File: src/rtl/dbtx_pkg.sv
package dbtx_pkg;
  localparam int unsigned MAX_WORD = 16;

  // Level on the line for frame position pos: 0 = start, 1..nbits = data, beyond = stop.
  function automatic logic frame_level(input logic [MAX_WORD-1:0] word,
                                       input int unsigned pos,
                                       input int unsigned nbits);
    if (pos == 0) return 1'b0;
    else if (pos <= nbits) return word[4'(pos - 1)];
    else return 1'b1;
  endfunction

  // Index of the stop-bit position for a frame with nbits data bits.
  function automatic int unsigned stop_pos(input int unsigned nbits);
    return nbits + 1;
  endfunction
endpackage

File: src/rtl/dbtx_hold.sv
module dbtx_hold #(
  parameter int unsigned W = 9
) (
  input  logic         clk,
  input  logic         rst_n,
  input  logic         clr,
  input  logic         wr_ok,
  input  logic [W-1:0] wr_word,
  input  logic         take,
  input  logic         shift_busy,
  output logic         hold_valid,
  output logic [W-1:0] hold_word,
  output logic         pending,
  output logic         overrun
);
  logic accept;
  logic lost_write;

  assign pending    = hold_valid & shift_busy;
  assign accept     = wr_ok & ~pending;
  assign lost_write = wr_ok & pending;

  always_ff @(posedge clk) begin
    if (!rst_n || clr) begin
      hold_valid <= 1'b0;
      hold_word  <= '0;
    end else if (accept) begin
      hold_valid <= 1'b1;
      hold_word  <= wr_word;
    end else if (take) begin
      hold_valid <= 1'b0;
    end
  end

  always_ff @(posedge clk) begin
    if (!rst_n || clr) overrun <= 1'b0;
    else if (lost_write) overrun <= 1'b1;
  end

  // overrun stays set while the transmitter remains enabled
  a_r9_overrun_sticky: assert property (@(posedge clk) disable iff (!rst_n)
    overrun && !clr |=> overrun);

  // a lost write leaves the queued character in place
  a_r9_queue_kept: assert property (@(posedge clk) disable iff (!rst_n)
    lost_write && !clr |=> hold_valid && $stable(hold_word));
endmodule

File: src/rtl/dbtx_shift.sv
module dbtx_shift
  import dbtx_pkg::*;
#(
  parameter int unsigned DW = 8
) (
  input  logic        clk,
  input  logic        rst_n,
  input  logic        clr,
  input  logic        load,
  input  logic [DW:0] load_word,
  input  logic        load_nine,
  input  logic        tick,
  output logic        line,
  output logic        busy,
  output logic        stop_done
);
  localparam int unsigned POS_W = $clog2(DW + 3);

  logic [POS_W-1:0] pos_q;
  logic [DW:0]      word_q;
  logic             nine_q;
  logic [POS_W-1:0] last_pos;

  assign last_pos  = POS_W'(stop_pos(nine_q ? DW + 1 : DW));
  assign stop_done = busy & tick & (pos_q == last_pos);

  always_ff @(posedge clk) begin
    if (!rst_n || clr) begin
      busy   <= 1'b0;
      pos_q  <= '0;
      word_q <= '0;
      nine_q <= 1'b0;
    end else if (load) begin
      busy   <= 1'b1;
      pos_q  <= '0;
      word_q <= load_word;
      nine_q <= load_nine;
    end else if (busy && tick) begin
      if (stop_done) busy <= 1'b0;
      else pos_q <= pos_q + 1'b1;
    end
  end

  assign line = busy ? frame_level(MAX_WORD'(word_q), 32'(pos_q), nine_q ? DW + 1 : DW)
                     : 1'b1;

  // the line rests at mark outside a frame
  a_r1_idle_mark: assert property (@(posedge clk) disable iff (!rst_n)
    !busy |-> line);

  // a handoff starts a frame with a space start bit
  a_r4_start_after_load: assert property (@(posedge clk) disable iff (!rst_n)
    load && !clr |=> busy && !line);

  // busy only ends through the stop-bit tick or an abort
  a_r11_busy_holds: assert property (@(posedge clk) disable iff (!rst_n)
    busy && !stop_done && !clr |=> busy);

  // the final bit of every frame is a mark
  a_r2_stop_is_mark: assert property (@(posedge clk) disable iff (!rst_n)
    stop_done |-> line);
endmodule

File: src/rtl/dbtx_flag.sv
module dbtx_flag (
  input  logic clk,
  input  logic rst_n,
  input  logic enabled,
  input  logic pending,
  output logic flag
);
  always_ff @(posedge clk) begin
    if (!rst_n) flag <= 1'b0;
    else flag <= enabled & ~pending;
  end
endmodule

File: src/rtl/dbtx_top.sv
module dbtx_top #(
  parameter int unsigned DW = 8
) (
  input  logic          clk,
  input  logic          rst_n,
  input  logic          tx_en,
  input  logic          port_en,
  input  logic          sync_mode,
  input  logic          nine_mode,
  input  logic          irq_en,
  input  logic          baud_tick,
  input  logic          wr_stb,
  input  logic [DW-1:0] wr_data,
  input  logic          wr_bit9,
  output logic          tx_line,
  output logic          tx_busy,
  output logic          empty_flag,
  output logic          tx_irq,
  output logic          overrun
);
  localparam int unsigned WORD_W = DW + 1;

  logic              enabled;
  logic              wr_ok;
  logic              load;
  logic              hold_valid;
  logic [WORD_W-1:0] hold_word;
  logic              pending;
  logic              stop_done;

  assign enabled = tx_en & port_en & ~sync_mode;
  assign wr_ok   = wr_stb & enabled;
  assign load    = enabled & hold_valid & ~tx_busy;
  assign tx_irq  = empty_flag & irq_en;

  dbtx_hold #(.W(WORD_W)) u_hold (
    .clk        (clk),
    .rst_n      (rst_n),
    .clr        (~enabled),
    .wr_ok      (wr_ok),
    .wr_word    ({wr_bit9, wr_data}),
    .take       (load),
    .shift_busy (tx_busy),
    .hold_valid (hold_valid),
    .hold_word  (hold_word),
    .pending    (pending),
    .overrun    (overrun)
  );

  dbtx_shift #(.DW(DW)) u_shift (
    .clk       (clk),
    .rst_n     (rst_n),
    .clr       (~enabled),
    .load      (load),
    .load_word (hold_word),
    .load_nine (nine_mode),
    .tick      (baud_tick),
    .line      (tx_line),
    .busy      (tx_busy),
    .stop_done (stop_done)
  );

  dbtx_flag u_flag (
    .clk     (clk),
    .rst_n   (rst_n),
    .enabled (enabled),
    .pending (pending),
    .flag    (empty_flag)
  );

  // a queued character is handed over the cycle after the stop bit ends
  a_r5_handoff: assert property (@(posedge clk) disable iff (!rst_n)
    stop_done && hold_valid && enabled |=> load || !enabled);

  // a character queued behind a busy frame clears the flag one stage later
  a_r6_flag_clears: assert property (@(posedge clk) disable iff (!rst_n)
    $rose(pending) |=> !empty_flag);

  // disabling returns everything to idle on the next cycle
  a_r10_abort_idle: assert property (@(posedge clk) disable iff (!rst_n)
    !enabled |=> tx_line && !tx_busy && !empty_flag && !overrun);

  // the flag is never up while the transmitter has been disabled
  a_r8_flag_needs_enable: assert property (@(posedge clk) disable iff (!rst_n)
    empty_flag |-> $past(enabled));
endmodule

File: config.mk
export PLATFORM = sky130hd
export DESIGN_NAME = dbtx_top
export DESIGN_NICKNAME = d
export VERILOG_FILES = /design/src/rtl/dbtx_pkg.sv /design/src/rtl/dbtx_hold.sv /design/src/rtl/dbtx_shift.sv /design/src/rtl/dbtx_flag.sv /design/src/rtl/dbtx_top.sv
export SDC_FILE = /design/constraint.sdc
export NUM_CORES = 1
export LEC_CHECK = 0
export BUFFER_PORTS_ARGS = -buffer_cell sky130_fd_sc_hd__buf_4
export CORE_ASPECT_RATIO = 1.2
export CORE_MARGIN = 2
export CORE_UTILIZATION = 45
export DETAILED_ROUTE_END_ITERATION = 8
export GPL_TIMING_DRIVEN = 0
export PLACE_DENSITY = 0.79
export SLEW_MARGIN = 10
export SYNTH_ARGS = -nofsm -noshare
export SYNTH_HDL_FRONTEND = slang
export SYNTH_SLANG_ARGS = --single-unit
File: constraint.sdc
create_clock -name clk -period 2.7 [get_ports clk]
set_clock_uncertainty 0.05 [all_clocks]
set_input_delay 0.135 -clock clk [delete_from_list [all_inputs] [get_ports clk]]
set_output_delay 0.135 -clock clk [all_outputs]
set_load 0.05 [all_outputs]
==> impl_metrics.json, run 1 <==
{
  "outcome": "finished clean",
  "initial_utilization_pct": 47.4,
  "grt_max_degree": 16,
  "viasPerCell": 5.20,
  "async_flop_share_pct": 0,
  "die_w_microns": 51.3,
  "gp_congestion": 0.865,
  "hpwl_microns": 1750,
  "final_nets": 187,
  "critPathBufInv": 3,
  "power_leakage_uw": 0.000640,
  "powerDensity_nw_per_um2": 388,
  "drc": 0,
  "min_period_ns": 2.62,
  "ir_drop_uv": 407,
  "fmax_ghz": 0.381,
  "first_pass_iters": 4,
  "synthCells": 123,
  "num_antenna_cells": 0,
  "synth-edff-count": 0,
  "die_h_microns": 60.8,
  "rows": 20,
  "grt_pass1_wl_microns": 4370,
  "cp.arrival_ns": 2.44,
  "cts_buffers": 3,
  "fp.dieArea_sq_um": 3120,
  "portBuffers": 22,
  "cp_max_fo": 4,
  "critical_path_class": "flop to output pin",
  "cts-root-buf": "clkbuf_4",
  "worstMarginPinSlew_ns": 0.407,
  "syn_to_final_growth_pct": 32.0,
  "post_drt_wl_per_cell_microns": 13.2,
  "ios": 23,
  "relSlewSlack_pct": 72.8,
  "grt_usage_pct": 18.5,
  "synth_top_area_share_pct": 44.7,
  "slew_viol_final": 0,
  "synth_most_common_cell": "dfxtp_1",
  "core_area_sq_um": 2550,
  "overflow": 0,
  "hold_slack_ns": 0.00467,
  "clk_latency_ns": 0.33,
  "cts_max_level": 1,
  "vias": 1025,
  "cp_top_family": "multiplexers",
  "wl_microns": 2600,
  "final_util_pct": 62.5,
  "syn_nets": 145,
  "slowest_stage": "mux4_2",
  "finalSetupViolations": 0,
  "cts.clk_slew.worst_paths_ns": 0.14,
  "antenna_found_initial": 0,
  "synth.avg_cell_area_sq_um": 9.84,
  "critPathLaunchType": "flop",
  "cpPeakStageDelay_ns": 0.49,
  "hold_path.class": "input port to flop",
  "synth_top_area_cell": "dfxtp_1",
  "cts_num_sinks": 27,
  "ys_top_cells_by_area": "dfxtp_1 45%, mux2i_1 17%, nor2_1 7.4%",
  "maxCapViolCount": 0,
  "synth_seq_cells": 27,
  "synth.top_cells.by_count": "27 x dfxtp_1, 24 x nor2_1, 20 x mux2i_1",
  "synth-main-ff-cell": "dfxtp_1",
  "syn_area_sq_um": 1210,
  "drive_above_1_share_pct": 26.8,
  "clk_path_buf_depth": 2,
  "end_kind": "output pin",
  "post-route-period-util_pct": 97.2,
  "yosysSeqAreaShare_pct": 44.7,
  "cts_tree": "done",
  "drtAntennaViolNets": 0,
  "hold_violations": 0,
  "synth_cell_types": 28,
  "drtIter0Drc": 15,
  "synth_warnings": 0,
  "required_ns": 2.52,
  "grt_pass1_vias": 1076,
  "path_cells": "buf_6, clkinvlp_4, ha_4, mux4_2, mux2_2, o311ai_1, o2111ai_1, buf_4"
}
==> worst register-to-register path: cells and delay by family, from the launching register on <==
kind            cells  cell delay [ns]
simple gates        2             0.51
mux                 1             0.15
buf+inv             4             0.48
compound gates      1             0.21
fa+ha+maj           1             0.31
flops               1             0.36
==> layout by cell type (no fill, tap or decap) <==
cell	Yosys	layout
mux2_2	1	1
nand2_1	4	4
buf_2	4	4
clkinv_2	0	1
buf_4	1	28
dfxtp_2	0	2
mux4_2	1	2
nor2_1	24	24
nor3_1	5	5
nor3b_1	1	1
clkinvlp_4	0	1
ha_1	4	3
nand3_1	4	4
o311ai_1	1	1
xor2_1	1	1
xnor2_1	3	3
dfxtp_1	27	25
o2111ai_1	1	1
and2_1	1	1
o221ai_1	1	1
clkbuf_4	0	3
a21oi_1	7	7
mux2i_1	20	20
inv_1	2	1
clkbuf_1	2	2
buf_6	1	1
a211oi_1	1	1
o31ai_1	1	1
nand4_1	1	1
and3b_1	2	2
ha_4	0	1
a31oi_1	1	1
dlygate4sd3_1	0	10
==> routing by layer <==
layer	share of wire (%)	track usage, %	vias to the layer above
li1	-	-	508
met1	42	20.6	487
met2	53	34.1	27
met3	3.5	3.45	3
met4	0.88	8.65	0
met5	0	0	-
==> report_power, final <==
group          switching [uW]  internal (uW)  leakage [uW]  total [uW]
Sequential              0.633            399      0.000219         400
Clock                     119           55.7     0.0000177         175
Combinational            15.4           30.0      0.000404        45.5
Total                     135            485      0.000640         620
==> per-stage QoR <==
stage	setup TNS [ns]	total power [uW]	area [sq um]	worst slack [ns]	instances
floorplan	0	420	1210	0.230	123
global placement	0	442	1420	0.313	178
detailed placement	0	443	1420	0.274	178
CTS	0	627	1590	0.0470	195
global route	-0.00538	644	1600	-0.00538	197
finish	0	620	1600	0.0761	197
==> path summary, 6_finish.rpt <==
kind / start / endpoint / slack, ns / cells after the start
worst max register to register: u_shift.pos_q[0]$_SDFFE_PP0P_ / u_shift.pos_q[1]$_SDFFE_PP0P_ / 0.57 / 9
worst min-delay path: wr_data[0] / u_hold.hold_word[0]$_SDFFE_PP0P_ / 0.005 / 3
worst max-delay path: u_shift.pos_q[0]$_SDFFE_PP0P_ / tx_line / 0.08 / 8
worst min register to register: u_shift.word_q[7]$_SDFFE_PP0P_ / u_shift.word_q[7]$_SDFFE_PP0P_ / 0.46 / 2
==> sequential cells by signal, indices dropped and copies added (netlist names) <==
| name | count |
|---|---|
| u_shift.nine_q | 1 |
| u_flag.flag | 1 |
| u_hold.overrun | 1 |
| u_shift.busy | 1 |
| u_shift.word_q | 9 |
| u_shift.pos_q | 4 |
| u_hold.hold_word | 9 |
| u_hold.hold_valid | 1 |
==> kinds of logic after synthesis <==
kind of cell	Yosys count	synth area share, %
buf+inv	10	4.45
compound gates	13	6.83
fa+ha+maj	4	4.14
xor+xnor	4	2.90
mux	23	21.5
simple gates	42	15.5
flops	27	44.7
==> final cells by class <==
class	instances	area, sq um
multi-input combinational	86	624
inverter	2	11.3
buffer	8	46.3
fill	252	956
timing repair buffer	37	303
tap	33	41.3
sequential	27	543
clock buffer	3	22.5
clock inverter	1	5.00
==> timing repair <==
action,in CTS,in global routing
gates resized for setup,4,1
setup endpoints to repair,1,1
hold endpoints to repair,10,0
buffers inserted,3,2
pin swaps,1,2
hold buffers,10,0
Power figures use the tool's default switching activity.
==> run 2: changes to the inputs <==
Settings changed: CORE_MARGIN 2 to 5.
==> run 2 against run 1 <==
  * Sequential cell count unchanged
  * Combinational power increased by 2%
  * Die area increased by 23%
  * Clock power fell by 5%
  * Sequential share of layout area is 0.16 points higher
  * Cell count unchanged
  * Maximum frequency up 2.8%
  * Hold slack gained 0.089 ns
  * Utilization unchanged
  * Critical endpoint unchanged
  * Largest cell class unchanged
==> impl_metrics.json, run 2 (synthesis results as in run 1) <==
{
  "cp_top_family": "multiplexers",
  "cp_max_fo": 4,
  "gp_congestion": 0.735,
  "initial_utilization_pct": 47.4,
  "first_pass_iters": 4,
  "cts-root-buf": "clkbuf_4",
  "setup_slack_ns": 0.148,
  "path_cells": "buf_6, inv_2, ha_4, mux4_2, mux2_2, o311ai_1, o2111ai_1, buf_4",
  "vias": 1006,
  "post_drt_wl_per_cell_microns": 12.7,
  "maxCapViolCount": 0,
  "syn_to_final_growth_pct": 32.0,
  "viasPerCell": 5.11,
  "post-route-period-util_pct": 94.5,
  "grt_pass1_wl_microns": 4150,
  "cts_buffers": 3,
  "final_cell_mix": "27 x buf_4, 25 x dfxtp_1, 24 x nor2_1",
  "wl_microns": 2510,
  "die_w_microns": 57.3,
  "cts_max_level": 1,
  "rows": 20,
  "final_util_pct": 62.5,
  "hpwl_microns": 1770,
  "drive_above_1_share_pct": 25.6,
  "fmax_ghz": 0.392,
  "grt_usage_pct": 13.8,
  "finalSetupViolations": 0,
  "critPathBufInv": 3,
  "hold_path.class": "input port to flop",
  "ios": 23,
  "end_kind": "output pin",
  "clk_latency_ns": 0.32,
  "grt_pass1_vias": 967,
  "slowest_stage": "mux4_2",
  "min_period_ns": 2.55,
  "antenna_found_initial": 0,
  "relSlewSlack_pct": 73.2,
  "cpPeakStageDelay_ns": 0.48,
  "slew_viol_final": 0,
  "overflow": 0,
  "portBuffers": 22,
  "grt_max_degree": 15,
  "power_leakage_uw": 0.000640,
  "final_nets": 187,
  "die_h_microns": 66.8,
  "critPathLaunchType": "flop",
  "num_antenna_cells": 0,
  "reg.largest.list": "u_hold.hold_word (9), u_shift.word_q (9), u_shift.pos_q (4)",
  "outcome": "finished clean",
  "dp_slack_ns": 0.271,
  "drc": 0,
  "drtAntennaViolNets": 0,
  "clk_path_buf_depth": 2,
  "critical_path_class": "flop to output pin",
  "core_area_sq_um": 2550,
  "powerDensity_nw_per_um2": 383,
  "worstMarginPinSlew_ns": 0.403,
  "cp.arrival_ns": 2.37,
  "cts_num_sinks": 27,
  "hold_violations": 0,
  "cts.clk_slew.worst_paths_ns": 0.13,
  "cts_tree": "done",
  "drtIter0Drc": 9,
  "layout_commonest_cell": "buf_4",
  "fp.dieArea_sq_um": 3830,
  "required_ns": 2.52,
  "ir_drop_uv": 347,
  "fill_cells": 231
}
-- run 2: stage by stage --
stage / instance area [sq um] / TNS, ns / power [uW] / cells / hold WS, ns
6_report: 1600 / 0 / 612 / 197 / 0.0941
5_1_grt: 1600 / -0.00481 / 644 / 197 / 0.117
4_1_cts: 1570 / 0 / 624 / 193 / 0.0865
3_5_place_dp: 1420 / 0 / 443 / 178 / 0.316
3_3_place_gp: 1420 / 0 / 442 / 178 / 0.307
2_1_floorplan: 1210 / 0 / 420 / 123 / 0.202
-- run 2: path summary, 6_finish.rpt --
check	startpoint	end	slack, ns	cells after the start
min reg2reg	u_shift.word_q[0]$_SDFFE_PP0P_	u_shift.word_q[0]$_SDFFE_PP0P_	0.45	2
max	u_shift.pos_q[0]$_SDFFE_PP0P_	tx_line	0.15	8
min	baud_tick	u_shift.busy$_SDFFE_PP0P_	0.09	4
max reg2reg	u_shift.pos_q[0]$_SDFFE_PP0P_	u_shift.pos_q[0]$_SDFFE_PP0P_	0.97	7
-- run 2: repair_timing --
item / in CTS / in global routing
endpoints found under the setup margin: 1 / 1
hold buffers: 11 / 0
gates resized for setup: 4 / 2
buffers inserted: 0 / 4
endpoints found under the hold margin: 11 / 0
pin swaps: 1 / 1
-- run 2: worst register-to-register path: stages, from the launching register on --
cell and delay [ns]:
dfxtp_2 0.35, buf_6 0.12, inv_2 0.10, ha_1 0.25, nor3b_1 0.33, a21oi_1 0.19
xnor2_1 0.18, nor3_1 0.06
-- run 2: area by class of cell --
class / instances / area (sq um) / area share [%]
multi-input combinational: 86 / 624 / 39.1
sequential: 27 / 546 / 34.2
timing repair buffer: 37 / 305 / 19.1
buffer: 8 / 46.3 / 2.90
tap: 33 / 41.3 / 2.59
clock buffer: 4 / 26.3 / 1.65
inverter: 2 / 7.51 / 0.470
-- run 2: power by group --
part | internal, uW | switching (uW)
Clock | 57.9 | 109
Combinational | 30.9 | 15.6
Sequential | 398 | 0.623
Total | 487 | 125
-- run 2: routing by layer --
layer,GRT usage [%],routed length [microns]
met1,16.1,1050
met2,25.0,1310
met3,1.94,105
met4,6.09,51
met5,0,0
